<file path="src/rtl/dis_pkg.sv">
package dis_pkg;
   typedef enum logic [2:0] {
      ST_IDLE,
      ST_RX,
      ST_ACK,
      ST_RDW,
      ST_RDL,
      ST_TX,
      ST_MACK
   } dis_state_e;

   localparam int unsigned LINE_SDA = 0;
   localparam int unsigned LINE_SCL = 1;
   localparam int unsigned N_LINES  = 2;
endpackage

</file>
<file path="src/rtl/dis_sync.sv">
module dis_sync #(
   parameter int STAGES = 2
) (
   input  logic clk,
   input  logic rst_n,
   input  logic d,
   output logic q
);
   logic [STAGES-1:0] chain;

   always_ff @(posedge clk or negedge rst_n) begin
      if (!rst_n) chain <= '1;
      else        chain <= {chain[STAGES-2:0], d};
   end

   assign q = chain[STAGES-1];
endmodule

</file>
<file path="src/rtl/dis_bus_cond.sv">
module dis_bus_cond (
   input  logic clk,
   input  logic rst_n,
   input  logic scl_s,
   input  logic sda_s,
   output logic scl_rise,
   output logic scl_fall,
   output logic start_det,
   output logic stop_det
);
   logic scl_q;
   logic sda_q;

   always_ff @(posedge clk or negedge rst_n) begin
      if (!rst_n) begin
         scl_q <= 1'b1;
         sda_q <= 1'b1;
      end else begin
         scl_q <= scl_s;
         sda_q <= sda_s;
      end
   end

   // a data edge counts as a bus condition only if SCL was high on both samples
   assign scl_rise  =  scl_s & ~scl_q;
   assign scl_fall  = ~scl_s &  scl_q;
   assign start_det =  scl_s &  scl_q &  sda_q & ~sda_s;
   assign stop_det  =  scl_s &  scl_q & ~sda_q &  sda_s;
endmodule

</file>
<file path="src/rtl/dis_engine.sv">
module dis_engine
   import dis_pkg::*;
#(
   parameter int PRE_W   = 4,
   parameter int STRAP_W = 3,
   parameter int DATA_W  = 8,
   parameter logic [PRE_W-1:0] SENSOR_PRE = 4'b0011,
   parameter logic [PRE_W-1:0] MEM_PRE    = 4'b1010
) (
   input  logic               clk,
   input  logic               rst_n,
   input  logic               scl_rise,
   input  logic               scl_fall,
   input  logic               start_det,
   input  logic               stop_det,
   input  logic               sda_s,
   input  logic [STRAP_W-1:0] strap_addr,
   input  logic [DATA_W-1:0]  rd_data,
   output logic               sda_oe,
   output logic               target_sel,
   output logic               wr_strobe,
   output logic [DATA_W-1:0]  wr_data,
   output logic               rd_req,
   output logic               idle
);
   localparam int CNT_W = $clog2(DATA_W + 1);
   localparam logic [CNT_W-1:0] FULL = CNT_W'(DATA_W);
   localparam logic [CNT_W-1:0] LAST = CNT_W'(DATA_W - 1);

   dis_state_e         state;
   logic [CNT_W-1:0]   cnt;
   logic [DATA_W-1:0]  shreg;
   logic               is_addr;
   logic               rw_q;

   logic [PRE_W-1:0]   rx_pre;
   logic [STRAP_W-1:0] rx_strap;
   logic               hit_sens;
   logic               hit_mem;
   logic               addr_ok;

   always_comb begin
      rx_pre   = shreg[DATA_W-1 -: PRE_W];
      rx_strap = shreg[STRAP_W:1];
      hit_sens = (rx_pre == SENSOR_PRE);
      hit_mem  = (rx_pre == MEM_PRE);
      addr_ok  = (hit_sens || hit_mem) && (rx_strap == strap_addr);
   end

   always_ff @(posedge clk or negedge rst_n) begin
      if (!rst_n) begin
         state      <= ST_IDLE;
         cnt        <= '0;
         shreg      <= '0;
         is_addr    <= 1'b0;
         rw_q       <= 1'b0;
         target_sel <= 1'b0;
         sda_oe     <= 1'b0;
         wr_strobe  <= 1'b0;
         wr_data    <= '0;
         rd_req     <= 1'b0;
      end else begin
         wr_strobe <= 1'b0;
         rd_req    <= 1'b0;
         if (start_det) begin
            state   <= ST_RX;
            cnt     <= '0;
            is_addr <= 1'b1;
            sda_oe  <= 1'b0;
         end else if (stop_det) begin
            state  <= ST_IDLE;
            sda_oe <= 1'b0;
         end else begin
            case (state)
               ST_RX: begin
                  if (scl_rise && cnt < FULL) begin
                     shreg <= {shreg[DATA_W-2:0], sda_s};
                     cnt   <= cnt + 1'b1;
                  end else if (scl_fall && cnt == FULL) begin
                     if (is_addr) begin
                        if (addr_ok) begin
                           target_sel <= hit_mem;
                           rw_q       <= shreg[0];
                           sda_oe     <= 1'b1;
                           state      <= ST_ACK;
                        end else begin
                           state <= ST_IDLE;
                        end
                     end else begin
                        wr_data   <= shreg;
                        wr_strobe <= 1'b1;
                        sda_oe    <= 1'b1;
                        state     <= ST_ACK;
                     end
                  end
               end
               ST_ACK: begin
                  if (scl_fall) begin
                     sda_oe  <= 1'b0;
                     is_addr <= 1'b0;
                     cnt     <= '0;
                     if (rw_q) begin
                        rd_req <= 1'b1;
                        state  <= ST_RDW;
                     end else begin
                        state <= ST_RX;
                     end
                  end
               end
               ST_RDW: state <= ST_RDL;
               ST_RDL: begin
                  shreg  <= rd_data;
                  sda_oe <= ~rd_data[DATA_W-1];
                  cnt    <= '0;
                  state  <= ST_TX;
               end
               ST_TX: begin
                  if (scl_fall) begin
                     if (cnt == LAST) begin
                        sda_oe <= 1'b0;
                        state  <= ST_MACK;
                     end else begin
                        sda_oe <= ~shreg[DATA_W-2];
                        shreg  <= {shreg[DATA_W-2:0], 1'b0};
                        cnt    <= cnt + 1'b1;
                     end
                  end
               end
               ST_MACK: begin
                  if (scl_rise && sda_s) begin
                     state <= ST_IDLE;
                  end else if (scl_fall) begin
                     rd_req <= 1'b1;
                     state  <= ST_RDW;
                  end
               end
               default: state <= ST_IDLE;
            endcase
         end
      end
   end

   assign idle = (state == ST_IDLE);
endmodule

</file>
<file path="src/rtl/dual_i2c_slave.sv">
module dual_i2c_slave
   import dis_pkg::*;
#(
   parameter int SYNC_STAGES = 2,
   parameter int PRE_W       = 4,
   parameter int STRAP_W     = 3,
   parameter int DATA_W      = 8,
   parameter logic [PRE_W-1:0] SENSOR_PRE = 4'b0011,
   parameter logic [PRE_W-1:0] MEM_PRE    = 4'b1010
) (
   input  logic               clk,
   input  logic               rst_n,
   input  logic               scl_in,
   input  logic               sda_in,
   output logic               sda_oe,
   input  logic [STRAP_W-1:0] strap_addr,
   output logic               target_sel,
   output logic               wr_strobe,
   output logic [DATA_W-1:0]  wr_data,
   output logic               rd_req,
   input  logic [DATA_W-1:0]  rd_data
);
   if (SYNC_STAGES < 2) begin : g_bad_sync
      $error("SYNC_STAGES must be at least 2");
   end
   if (SENSOR_PRE == MEM_PRE) begin : g_bad_pre
      $error("target codes must differ");
   end
   if (DATA_W != PRE_W + STRAP_W + 1) begin : g_bad_width
      $error("address byte layout does not fill DATA_W");
   end

   logic [N_LINES-1:0] raw_lines;
   logic [N_LINES-1:0] sync_lines;
   logic scl_sync;
   logic sda_sync;
   logic scl_rise;
   logic scl_fall;
   logic start_det;
   logic stop_det;
   logic eng_idle;

   assign raw_lines[LINE_SCL] = scl_in;
   assign raw_lines[LINE_SDA] = sda_in;

   for (genvar i = 0; i < N_LINES; i++) begin : g_line
      dis_sync #(.STAGES(SYNC_STAGES)) u_sync (
         .clk   (clk),
         .rst_n (rst_n),
         .d     (raw_lines[i]),
         .q     (sync_lines[i])
      );
   end

   assign scl_sync = sync_lines[LINE_SCL];
   assign sda_sync = sync_lines[LINE_SDA];

   dis_bus_cond u_cond (
      .clk       (clk),
      .rst_n     (rst_n),
      .scl_s     (scl_sync),
      .sda_s     (sda_sync),
      .scl_rise  (scl_rise),
      .scl_fall  (scl_fall),
      .start_det (start_det),
      .stop_det  (stop_det)
   );

   dis_engine #(
      .PRE_W      (PRE_W),
      .STRAP_W    (STRAP_W),
      .DATA_W     (DATA_W),
      .SENSOR_PRE (SENSOR_PRE),
      .MEM_PRE    (MEM_PRE)
   ) u_eng (
      .clk        (clk),
      .rst_n      (rst_n),
      .scl_rise   (scl_rise),
      .scl_fall   (scl_fall),
      .start_det  (start_det),
      .stop_det   (stop_det),
      .sda_s      (sda_sync),
      .strap_addr (strap_addr),
      .rd_data    (rd_data),
      .sda_oe     (sda_oe),
      .target_sel (target_sel),
      .wr_strobe  (wr_strobe),
      .wr_data    (wr_data),
      .rd_req     (rd_req),
      .idle       (eng_idle)
   );
endmodule

</file>
<file path="config.mk">
export PLATFORM = sky130hd
export DESIGN_NAME = dual_i2c_slave
export DESIGN_NICKNAME = d
export VERILOG_FILES = /design/src/rtl/dis_pkg.sv /design/src/rtl/dis_sync.sv /design/src/rtl/dis_bus_cond.sv /design/src/rtl/dis_engine.sv /design/src/rtl/dual_i2c_slave.sv
export SDC_FILE = /design/constraint.sdc
export NUM_CORES = 1
export LEC_CHECK = 0
export BUFFER_PORTS_ARGS = -buffer_cell sky130_fd_sc_hd__buf_4
export CAP_MARGIN = 20
export CELL_PAD_IN_SITES_DETAIL_PLACEMENT = 1
export CELL_PAD_IN_SITES_GLOBAL_PLACEMENT = 1
export CORE_MARGIN = 3
export CORE_UTILIZATION = 47
export CTS_CLUSTER_DIAMETER = 100
export CTS_CLUSTER_SIZE = 24
export DETAILED_ROUTE_END_ITERATION = 10
export GPL_TIMING_DRIVEN = 0
export PLACE_DENSITY_LB_ADDON = 0.3
export REMOVE_ABC_BUFFERS = 1
export SYNTH_ARGS = -nofsm -noshare
export SYNTH_HDL_FRONTEND = slang
export SYNTH_SLANG_ARGS = --single-unit
</file>
<file path="constraint.sdc">
create_clock -name clk -period 3 [get_ports clk]
set_input_delay 0.6 -clock clk [delete_from_list [all_inputs] [get_ports clk]]
set_output_delay 0.6 -clock clk [all_outputs]
set_load 0.01 [all_outputs]
</file>
==> impl_metrics.yaml, run 1 <==
status:
  status: "complete, no violations"
global_routing:
  antenna_found_initial: 0
  grt_usage_pct: 20.60
  grt_pass1_wl_mm: 8.155
  grt_overflow_total: 0
  grt_start_max_net_pins: 36
  grt_pass1_vias: 1693
worst_setup_path:
  worst_setup_path_start_kind: "flop"
  cp_common_cell: "nor2_1"
  critPathRequiredTime_ps: 3190
  criticalPathCategory: "flop to flop"
  critPathMaxFanout: 20
  critical_path.endpoint_type: "flop"
  slowest_delay_ps: 760
  slowest_stage: "dfrtp_1"
  cp.arrival_ps: 2470
  path_cells: "nor2_1 > a211o_1 > nor3_4 > nor2_1 > a21oi_1"
sta:
  setup-tns-final_ps: 0
  hold_violations: 0
  maxSlewViolCount: 0
  min_period_ps: 2285
  timing.fmax_ghz: 0.4376
  period_share_pct: 76.17
  finClkSkew_ps: 2.978
  rsz0062_at_grt: "false"
  worstMarginPinSlew_ps: 648.3
  slew_headroom_pct: 56.78
  setup_slack_ps: 714.9
  setup_violations: 0
pwr:
  p_leak_nw: 0.9582
  switching_power_uw: 897.0
  power_frac_comb_pct: 46.1
  seqPwrFrac_pct: 38.8
  ir_drop_v: 0.0004604
  power.density_nw_per_um2: 977.1
  internal-power_mw: 1.271
  clkPwrFrac_pct: 15.1
  swShare_pct: 41.38
place:
  place_inst: 245
  place_congestion: 0.8092
  port-buffer-count: 26
  dp_hpwl_mm: 3.289
  place_ws_ps: 754.7
cts:
  cts_root_buffer: "clkbuf_8"
  worstSkewPairLatency_ps: 280
  cts_sinks: 35
  cts_resized: 0
  clk_pin_slew_worst_paths_ps: 70
  postCtsSetupRepairBufs: 0
  numCtsBuffers: 5
  hold_buffers: 0
  clock_path_buffers: 2
  cts-htree-levels: 2
  cts_tree: "yes"
drt:
  routed_wl_mm: 4.506
  postRouteAntennaNets: 0
  via_count: 1476
  wire_per_inst_um: 17.81
  route.detailed.drc: 0
  first_pass_iters: 4
  via_per_inst: 5.834
  dr.first_iter.drc_count: 108
yosys:
  synth_edf_count: 0
  synthFlopType: "dfrtp_1"
  syn_inst: 177
  ys.warnings.count: 0
  synth_seq_cells: 35
  netlist_area_um2: 1918
  synth.avg_cell_area_um2: 10.84
  yosys.area.top_type_share_pct: 37.83
  async_flop_share_pct: 100.0
  yosysSeqAreaShare_pct: 46.05
  yosys.area.top_type: "dfrtp_1"
  synth_area_leaders: "dfrtp_1 (38%), dfstp_2 (8.2%), mux2_4 (6.3%)"
  synth_cell_types: 58
final_layout:
  register_area_um2: 883.3
  multi_input_area_um2: 975.9
  area_growth_pct: 15.66
  fillers: 413
  fin_nets: 221
  drive_above_1_share_pct: 28.29
  antenna-diode-count: 0
  final_cells: 253
die:
  row_count: 22
  die_height_um: 69.89
  num_io_pins: 27
  start_util_pct: 50.49
  die_area_um2: 4884
  core-area_um2: 3799
  dieWidth_um: 69.89
worst_hold_path:
  hp-class: "primary input to async pin"
run:
  cap_violations: 0
## synthesized netlist by cell type, types with 2 or more instances
library cell / n
a211oi_1: 2
a21oi_1: 18
a32o_1: 2
buf_2: 2
buf_4: 2
dfrtp_1: 29
dfstp_2: 6
ha_1: 2
inv_1: 5
mux2_1: 2
mux2_4: 8
mux2i_1: 7
nand2_1: 5
nand2b_1: 4
nand3_1: 4
nand3b_1: 2
nand4_1: 2
nor2_1: 21
nor2b_1: 2
nor3_1: 2
nor3_2: 2
nor3b_1: 2
nor4_1: 3
o21a_1: 3
o21ai_0: 2
o21bai_1: 2
o22ai_1: 2
xnor2_1: 4
## state kept, by name, indices dropped and copies added, names as in the netlist, 3 cells and up
name,flops
u_eng.shreg,8
u_eng.wr_data,8
g_line.u_sync.chain,4
u_eng.cnt,4
u_eng.state,3
## cell type report
cell class | instances | share of cell area (%)
multi-input cells | 131 | 43.99
flip-flops and latches | 35 | 39.82
repair buffers | 26 | 8.799
clock buffers | 6 | 3.271
well taps | 48 | 2.707
inverters | 5 | 0.8460
clock inverters | 2 | 0.5640
## layer usage
layer  vias up  track usage [%]  part of all wire, %
li1        701                -                    -
met1       743            25.65                   44
met2        24            34.00                   51
met3         8            4.892                  3.0
met4         0            8.936                  1.9
met5         -                0                    0
## critical path: cells and delay by family (launching register included)
kind | cells | cell delay (ps)
simple gates | 3 | 820
flops | 1 | 760
compound gates | 2 | 600
## placed cells by master (no fill, tap or decap), types with 4 or more instances in the layout
master | synthesis | final
mux2_4 | 8 | 8
dfstp_2 | 6 | 6
a21oi_1 | 18 | 18
mux2i_1 | 7 | 7
inv_1 | 5 | 5
nand2b_1 | 4 | 4
nor2_1 | 21 | 21
buf_4 | 2 | 26
clkbuf_8 | 0 | 5
nand2_1 | 5 | 5
dfrtp_1 | 29 | 29
nand3_1 | 4 | 4
xnor2_1 | 4 | 4
## path summary, 6_finish.rpt
path | from | slack, ps | to | depth (start not counted)
setup / recovery | u_eng.state[0] | 710 | u_eng.shreg[5] | 5
hold reg to reg | g_line[1].u_sync.chain[0] | 360 | g_line[1].u_sync.chain[1] | 0
setup reg to reg | u_eng.state[0] | 710 | u_eng.shreg[5] | 5
max in group asynchronous | rst_n | 2400 | g_line[1].u_sync.chain[0] | 1
min in group clk | g_line[1].u_sync.chain[0] | 360 | g_line[1].u_sync.chain[1] | 0
hold / removal | rst_n | 250 | u_eng.cnt[1] | 1
## power groups by stage
stage	logic [mW]	registers, mW	clock network, mW
final	0.999	0.841	0.327
after global placement	0.940	0.827	0
after detailed placement	0.994	0.847	0
after CTS	1.01	0.839	0.338
after floorplan	0.702	0.813	0
after global routing	1.09	0.873	0.366
## cell families after synthesis
family | count (synthesis) | synth area share [%]
AO/OA/AOI/OAI | 43 | 15.92
buffers and inverters | 11 | 3.066
multiplexers | 17 | 11.09
XOR/XNOR | 5 | 2.283
flip-flops | 35 | 46.05
adder cells (fa/ha/maj) | 2 | 1.304
AND/OR/NAND/NOR | 64 | 20.29
## metrics by stage
step	hold slack, ps	util (%)	instance area (µm²)	total power [mW]
finish	251.9	58.40	2218	2.168
global route	273.8	58.40	2218	2.328
CTS	268.0	58.40	2218	2.182
detailed placement	348.4	56.16	2133	1.841
global placement	345.4	56.16	2133	1.767
floorplan	304.4	-	1878	1.515
Note: power is estimated with default switching activity, not from simulation.
==> run 2, diff against run 1 <==
--- a/config.mk
+++ b/config.mk
@@ -10,7 +10,7 @@
 export CELL_PAD_IN_SITES_DETAIL_PLACEMENT = 1
 export CELL_PAD_IN_SITES_GLOBAL_PLACEMENT = 1
 export CORE_MARGIN = 3
-export CORE_UTILIZATION = 47
+export CORE_UTILIZATION = 40
 export CTS_CLUSTER_DIAMETER = 100
 export CTS_CLUSTER_SIZE = 24
 export DETAILED_ROUTE_END_ITERATION = 10
==> constraint.sdc (replaced) <==
create_clock -name clk -period 2.05 [get_ports clk]
set_input_delay 0.41 -clock clk [delete_from_list [all_inputs] [get_ports clk]]
set_output_delay 0.41 -clock clk [all_outputs]
set_load 0.01 [all_outputs]
==> impl_metrics.yaml, run 2 (synthesis gave the netlist of run 1 again) <==
global_routing:
  grt_pass1_vias: 1550
  grt_usage_pct: 18.03
  grt_pass1_wl_mm: 7.569
  antenna_found_initial: 0
  grt_overflow_total: 0
  grt_start_max_net_pins: 36
final_layout:
  most-common-layout-cells: "buf_4 (29), dfrtp_1 (26), nor2_1 (21), a21oi_1 (18), mux2_4 (8)"
  post-route-util_pct: 50.14
  largest_registers: "u_eng.shreg x8, u_eng.wr_data x8"
  final_cells: 260
  fin_nets: 224
  drive_above_1_share_pct: 30.77
  layout_commonest_cell: "buf_4"
  fillers: 506
  antenna-diode-count: 0
  design_area_um2: 2258
  area_growth_pct: 17.74
cts:
  clk_pin_slew_worst_paths_ps: 70
  cts_sinks: 35
  hold_buffers: 0
  cts_root_buffer: "clkbuf_8"
  clock_path_buffers: 2
  cts_tree: "yes"
  cts-htree-levels: 2
  worstSkewPairLatency_ps: 290
  numCtsBuffers: 5
pwr:
  finalPower_mw: 3.274
  p_leak_nw: 0.9704
  power.density_nw_per_um2: 1449
  ir_drop_v: 0.0005733
sta:
  timing.fmax_ghz: 0.5051
  hold_violations: 0
  rsz0062_at_grt: "false"
  period_share_pct: 96.58
  min_period_ps: 1980
  slew_headroom_pct: 60.26
  setup_violations: 0
  maxSlewViolCount: 0
  finClkSkew_ps: 6.675
  worstMarginPinSlew_ps: 596.1
worst_setup_path:
  cp.arrival_ps: 2160
  worst_setup_path_start_kind: "flop"
  critical_path.endpoint_type: "flop"
  critPathRequiredTime_ps: 2230
  critPathMaxFanout: 17
  criticalPathCategory: "flop to flop"
drt:
  first_pass_iters: 4
  via_per_inst: 5.873
  dr.first_iter.drc_count: 122
  routed_wl_mm: 4.623
  route.detailed.drc: 0
  postRouteAntennaNets: 0
  wire_per_inst_um: 17.78
  via_count: 1527
die:
  core-area_um2: 4504
  die_area_um2: 5662
  die_height_um: 75.25
  num_io_pins: 27
  start_util_pct: 42.58
  dieWidth_um: 75.25
  row_count: 24
place:
  dp_hpwl_mm: 3.309
  place_inst: 249
  port-buffer-count: 26
  placed_area_um2: 2138
  place_congestion: 0.8778
status:
  status: "complete, no violations"
worst_hold_path:
  hp-class: "primary input to async pin"
run:
  cap_violations: 0
==> run 2: where the power goes <==
part           leakage [nW]  total [mW]  internal, mW  switching [mW]
Combinational         0.513        1.57         0.765           0.802
Sequential            0.417        1.21         0.922           0.291
Clock                0.0412       0.494         0.237           0.257
==> run 2: final cells by class <==
type | count | area, µm² | area share [%]
Clock buffer | 6 | 72.57 | 3.213
Clock inverter | 2 | 12.51 | 0.5540
Inverter | 5 | 18.77 | 0.8310
Multi-Input combinational cell | 131 | 982.2 | 43.49
Sequential cell | 35 | 889.6 | 39.39
Tap cell | 52 | 65.06 | 2.881
Timing Repair Buffer | 29 | 217.7 | 9.640
==> run 2: path summary, 6_finish.rpt <==
path | slack (ps) | to | depth (start not counted) | start
worst max-delay path | 70 | u_eng.wr_data[2] | 5 | u_eng.state[2]
worst min-delay path | 50 | u_eng.shreg[6] | 1 | rst_n
worst max register to register | 70 | u_eng.wr_data[2] | 5 | u_eng.state[2]
worst min register to register | 360 | g_line[1].u_sync.chain[1] | 0 | g_line[1].u_sync.chain[0]
max in group asynchronous | 1640 | u_eng.state[0] | 1 | rst_n
min in group clk | 220 | g_line[0].u_sync.chain[0] | 1 | sda_in
==> run 2: stage by stage <==
stage | setup slack, ps | setup TNS, ps | hold WS [ps]
after global routing | 14.73 | 0 | 86.07
after CTS | -2.131 | -2.131 | 65.01
final | 70.05 | 0 | 53.92
after global placement | -130.2 | -1051 | 346.2
after detailed placement | -179.7 | -1964 | 347.6
after floorplan | 100.7 | 0 | 114.4
==> run 2: timing repair <==
action	in CTS	in global routing
pin swaps	1	0
endpoints found under the setup margin	22	9
gates resized for setup	2	3
gates cloned	0	0
buffers inserted	2	1
==> run 2: metal layers <==
layer / GRT usage, % / share of wire [%]
met1: 22.19 / 43
met2: 30.66 / 51
met3: 4.272 / 4.3
met4: 6.796 / 1.9
met5: 0 / 0
==> run 2: critical path: stages, from the launching register on <==
cell and delay, ps:
dfrtp_2 520, or3b_4 470, nor2_1 190, nand2_2 110, nor2_8 230, mux2_4 330
